==> config.mk <==
export PLATFORM = sky130hd
export DESIGN_NAME = wdog_timer
export DESIGN_NICKNAME = d
export VERILOG_FILES = /design/src/rtl/wdog_pkg.sv /design/src/rtl/wdog_load.sv /design/src/rtl/wdog_fsm.sv /design/src/rtl/wdog_timer.sv
export SDC_FILE = /design/constraint.sdc
export NUM_CORES = 1
export LEC_CHECK = 0
export BUFFER_PORTS_ARGS = -buffer_cell sky130_fd_sc_hd__buf_2
export CAP_MARGIN = 20
export CORE_UTILIZATION = 40
export CTS_CLUSTER_SIZE = 12
export DETAILED_ROUTE_END_ITERATION = 8
export MAX_ROUTING_LAYER = met4
export PLACE_DENSITY = 0.7
export SLEW_MARGIN = 20
export SYNTH_ARGS = -nofsm -noshare
export SYNTH_HDL_FRONTEND = slang
export SYNTH_SLANG_ARGS = --single-unit
==> constraint.sdc <==
create_clock -name clk -period 4.05 [get_ports clk]
set_clock_uncertainty 0.15 [all_clocks]
set_input_delay 0.6075 -clock clk [delete_from_list [all_inputs] [get_ports clk]]
set_output_delay 0.6075 -clock clk [all_outputs]
set_load 0.005 [all_outputs]
==> src/rtl/wdog_pkg.sv <==
package wdog_pkg;

    // Field widths of the control byte
    localparam int RES_W  = 2;
    localparam int MULT_W = 5;
    localparam int CTRL_W = RES_W + MULT_W + 1;
    // Largest shift is 2*(2^RES_W - 1)
    localparam int CNT_W  = MULT_W + 2 * ((1 << RES_W) - 1);

    typedef enum logic [1:0] {
        ST_OFF     = 2'd0,
        ST_COUNT   = 2'd1,
        ST_EXPIRED = 2'd2
    } wd_state_e;

endpackage

==> src/rtl/wdog_load.sv <==
module wdog_load
    import wdog_pkg::*;
#(
    parameter int P_RES_W  = RES_W,
    parameter int P_MULT_W = MULT_W,
    parameter int P_CNT_W  = CNT_W
) (
    input  logic [P_RES_W-1:0]  res,
    input  logic [P_MULT_W-1:0] mult,
    output logic [P_CNT_W-1:0]  load_val,
    output logic                load_zero
);

    localparam int SH_W = P_RES_W + 1;

    logic [SH_W-1:0] shift_amt;

    always_comb begin
        shift_amt = {res, 1'b0};
        load_val  = P_CNT_W'(mult) << shift_amt;
        load_zero = (mult == '0);
    end

endmodule

==> src/rtl/wdog_fsm.sv <==
module wdog_fsm
    import wdog_pkg::*;
#(
    parameter int P_CNT_W = CNT_W
) (
    input  logic               clk,
    input  logic               rst_n,
    input  logic               tick,
    input  logic               restart,
    input  logic [P_CNT_W-1:0] load_val,
    input  logic               load_zero,
    output logic               fire
);

    wd_state_e          state_q, state_d;
    logic [P_CNT_W-1:0] cnt_q, cnt_d;
    logic               last_tick;

    assign last_tick = (cnt_q == P_CNT_W'(1));

    // next-state and counter logic
    always_comb begin
        state_d = state_q;
        cnt_d   = cnt_q;
        if (restart) begin
            cnt_d   = load_val;
            state_d = load_zero ? ST_OFF : ST_COUNT;
        end else begin
            unique case (state_q)
                ST_OFF: begin
                    state_d = ST_OFF;
                end
                ST_COUNT: begin
                    if (tick) begin
                        if (last_tick) begin
                            state_d = ST_EXPIRED;
                            cnt_d   = '0;
                        end else begin
                            cnt_d = cnt_q - P_CNT_W'(1);
                        end
                    end
                end
                ST_EXPIRED: begin
                    state_d = ST_EXPIRED;
                end
                default: begin
                    state_d = ST_OFF;
                end
            endcase
        end
    end

    // state register
    always_ff @(posedge clk) begin
        if (!rst_n) begin
            state_q <= ST_OFF;
            cnt_q   <= '0;
        end else begin
            state_q <= state_d;
            cnt_q   <= cnt_d;
        end
    end

    // expiry strobe
    always_comb begin
        fire = (state_q == ST_COUNT) && tick && !restart && last_tick;
    end

endmodule

==> src/rtl/wdog_timer.sv <==
module wdog_timer
    import wdog_pkg::*;
#(
    parameter int P_RES_W  = RES_W,
    parameter int P_MULT_W = MULT_W
) (
    input  logic                             clk,
    input  logic                             rst_n,
    input  logic                             tick,
    input  logic                             ctrl_wr,
    input  logic [P_RES_W+P_MULT_W:0]        ctrl_wdata,
    input  logic                             ctrl_rd,
    output logic [P_RES_W+P_MULT_W:0]        ctrl_rdata,
    input  logic                             stat_wr,
    input  logic [P_RES_W+P_MULT_W:0]        stat_wdata,
    input  logic                             stat_rd,
    output logic [P_RES_W+P_MULT_W:0]        status_rdata,
    output logic                             rst_req,
    output logic                             cent_clr,
    output logic                             irq
);

    localparam int BYTE_W  = P_RES_W + P_MULT_W + 1;
    localparam int STEER_B = BYTE_W - 1;
    localparam int LCNT_W  = P_MULT_W + 2 * ((1 << P_RES_W) - 1);

    logic [BYTE_W-1:0] ctrl_q;
    logic [BYTE_W-1:0] ctrl_src;
    logic [BYTE_W-1:0] stat_q;
    logic              flag_q;
    logic              restart;
    logic              fire;
    logic [LCNT_W-1:0] load_val;
    logic              load_zero;
    logic              unused_stat;

    // status writes land nowhere
    assign unused_stat = stat_wr ^ (^stat_wdata);

    assign restart  = ctrl_wr | ctrl_rd;
    assign ctrl_src = ctrl_wr ? ctrl_wdata : ctrl_q;

    wdog_load #(
        .P_RES_W (P_RES_W),
        .P_MULT_W(P_MULT_W),
        .P_CNT_W (LCNT_W)
    ) u_load (
        .res      (ctrl_src[P_RES_W-1:0]),
        .mult     (ctrl_src[P_RES_W+P_MULT_W-1:P_RES_W]),
        .load_val (load_val),
        .load_zero(load_zero)
    );

    wdog_fsm #(
        .P_CNT_W(LCNT_W)
    ) u_fsm (
        .clk      (clk),
        .rst_n    (rst_n),
        .tick     (tick),
        .restart  (restart),
        .load_val (load_val),
        .load_zero(load_zero),
        .fire     (fire)
    );

    // control byte and expiry flag
    always_ff @(posedge clk) begin
        if (!rst_n) begin
            ctrl_q <= '0;
            flag_q <= 1'b0;
        end else begin
            if (ctrl_wr) begin
                ctrl_q <= ctrl_wdata;
                flag_q <= 1'b0;
            end else if (fire) begin
                flag_q <= 1'b1;
                if (ctrl_q[STEER_B]) begin
                    ctrl_q <= '0;
                end
            end
        end
    end

    // status capture on read
    always_ff @(posedge clk) begin
        if (!rst_n) begin
            stat_q <= '0;
        end else if (stat_rd) begin
            stat_q <= {flag_q, {(BYTE_W-1){1'b0}}};
        end
    end

    // output pulses
    always_ff @(posedge clk) begin
        if (!rst_n) begin
            rst_req  <= 1'b0;
            cent_clr <= 1'b0;
            irq      <= 1'b0;
        end else begin
            rst_req  <= fire & ctrl_q[STEER_B];
            cent_clr <= fire & ctrl_q[STEER_B];
            irq      <= fire & ~ctrl_q[STEER_B];
        end
    end

    assign ctrl_rdata   = ctrl_q;
    assign status_rdata = stat_q;

endmodule

==> impl_metrics.tcl <==
set metrics [dict create \
    die_h_um 63.0 \
    seq_area_frac_synth_pct 33.6 \
    setup_tns_ns 0 \
    synth_edf_count 0 \
    status "complete, no violations" \
    grtUsageTotal_pct 19.3 \
    cp.depth 5 \
    ys_ff_latch 25 \
    dieArea_um2 3970 \
    io_buffers 25 \
    avgRoutedWirePerCell_um 13.9 \
    wirelength_um 3400 \
    antenna_left 0 \
    routed-via-count 1371 \
    path_clk_slew_ns 0.08 \
    cp_top_family "multiplexers" \
    drt_iter0_markers 117 \
    fin_nets 225 \
    drv_slew 0 \
    power.leakage_nw 0.685 \
    cts_post_setup_buffers_inserted 0 \
    worst-r2r-cell-count 4 \
    diodes 0 \
    met2_usage_pct 27.3 \
    grt_pass1_wl_um 5910 \
    use_met3_pct 5.11 \
    place.gp.congestion 0.891 \
    power_per_cell_area_nw_per_um2 329 \
    cp-end-kind "register" \
    worst_pin_slew_ns 0.867 \
    crit_chain "buf_2 > mux2i_1 > mux2i_1 > a32oi_1 > a221oi_1" \
    cp_max_fo 29 \
    antenna_found_initial 0 \
    clock_tree.root_cell "clkbuf_8" \
    grt_pass1_vias 1244 \
    ys.flop_type "dfxtp_1" \
    cts_tree "done" \
    drv_cap 0 \
    firstDrtPassIters 4 \
    slew_headroom_pct 41.8 \
    fin_cells 244 \
    clock.fmax_ghz 0.427 \
    die_w_um 63.0 \
    clk_latency_ns 0.27 \
    drive_above_1_share_pct 17.2 \
    critPathKind "input port to register" \
    fillers 365 \
    hpwl_um 2560 \
    busiest_layer "met2" \
    critical-path-max-stage-delay_ns 0.58 \
    clock_path_buffers 2 \
    holdBufCountCts 0 \
    drc 0 \
    vias_per_cell 5.62 \
    layout_common_cells "dfxtp_1 (25), buf_2 (25), nor2_1 (17), nand2_1 (17), mux2i_1 (12)" \
    grt.overflow.total 0 \
    post-route-period-util_pct 57.8 \
    synthCells 177 \
    area_growth_syn_to_layout_pct 11.0 \
    dpl.cell_count 240 \
    slowest_stage "mux2i_1" \
    htreeDepth 1 \
    synth_warnings 0 \
    irDropWorstVdd_mv 0.281 \
    arrival_ns 2.36 \
    hold-path-cell-count 2 \
    fin_util_pct 48.0 \
    grt_max_degree 30 \
    async_flop_share_pct 0 \
    initial_core_util_pct 43.3 \
    period_needed_ns 2.34 \
    setup_violations 0 \
    crit_required_ns 4.07 \
    syn_area_per_cell_um2 8.41 \
    ctsResizeCount 0 \
    startpoint_type "input port" \
    critPathBufInv 1 \
    cp_common_cell "mux2i_1" \
    cts_buffers 3 \
    core-area_um2 3440 \
    use_met1_pct 26.5 \
    rsz0062_at_grt "no" \
    cts_sinks 25 \
    rows 21 \
    pin_count 42 \
    hold_viol 0 \
    netlist_area_um2 1490 \
    ys_types 53 \
    hp-class "register to register" \
]
[worst paths after layout]
check / from / endpoint / slack (ns)
max: ctrl_wr / u_fsm.cnt_q[4] / 1.71
min: u_fsm.state_q[1] / u_fsm.state_q[1] / 0.30
max reg2reg: u_fsm.cnt_q[3] / ctrl_rdata[6] / 1.81
min reg2reg: u_fsm.state_q[1] / u_fsm.state_q[1] / 0.30
[metal layers]
metal	vias up	wire length [µm]	part of all wire (%)
li1	688	-	-
met5	-	0	0
met1	622	1570	46
met3	6	263	7.7
met2	55	1510	44
met4	0	56	1.6
[synthesized netlist by cell type (all sizes together) (3+ instances only)]
cell | count | share of area (%)
a21oi | 9 | 3.0
a22oi | 3 | 1.5
a31oi | 6 | 2.5
buf | 11 | 5.0
clkbuf | 3 | 0.76
dfxtp | 25 | 34
ha | 3 | 2.5
inv | 10 | 2.5
mux2i | 12 | 8.1
nand2 | 17 | 4.3
nand3 | 7 | 2.4
nand4 | 3 | 1.3
nor2 | 17 | 4.3
nor3 | 4 | 1.3
o21ai | 4 | 1.3
[area by class of cell]
type | count | area (µm²) | share of cell area, %
multi-input combinational | 134 | 887 | 53.7
timing repair buffer | 25 | 125 | 7.57
clock buffer | 4 | 45.0 | 2.73
inverter | 10 | 37.5 | 2.27
sequential | 25 | 500 | 30.3
tap | 46 | 57.6 | 3.48
[report_power, final]
group	internal, mW	leakage [nW]	switching [mW]
registers	0.258	0.204	0.0137
clock network	0.0704	0.0228	0.0792
logic	0.0505	0.458	0.0729
[worst min-delay path: cells and delay by family, from the launching register on]
family / cells / cell delay [ns]
flip-flops: 1 / 0.31
AND/OR/NAND/NOR: 1 / 0.05
AO/OA/AOI/OAI: 1 / 0.05
[kinds of logic (layout without fill, tap and decap cells)]
group,after synthesis,count (layout),share of synthesized area (%)
xor+xnor,2,2,1.18
mux,13,13,8.82
other cells,1,7,0.252
buf+inv,24,39,8.32
flops,25,25,33.6
fa+ha+maj,3,3,2.52
simple gates,65,65,24.2
compound gates,44,44,21.1
[sequential cells by signal (all words and copies together) (netlist names)]
register,cells
cent_clr,1
u_fsm.cnt_q,11
flag_q,1
ctrl_rdata,8
u_fsm.state_q,2
status_rdata,1
irq,1
[metrics by stage]
| step | setup WS [ns] | hold WS (ns) | total power, mW | cell area, µm² |
|---|---|---|---|---|
| CTS | 1.72 | 0.307 | 0.547 | 1650 |
| global placement | 1.45 | 0.294 | 0.399 | 1610 |
| detailed placement | 1.43 | 0.295 | 0.399 | 1610 |
| floorplan | 1.98 | 0.282 | 0.370 | 1510 |
| finish | 1.71 | 0.301 | 0.544 | 1650 |
| global route | 1.46 | 0.346 | 0.579 | 1650 |
Power figures use the tool's default switching activity.
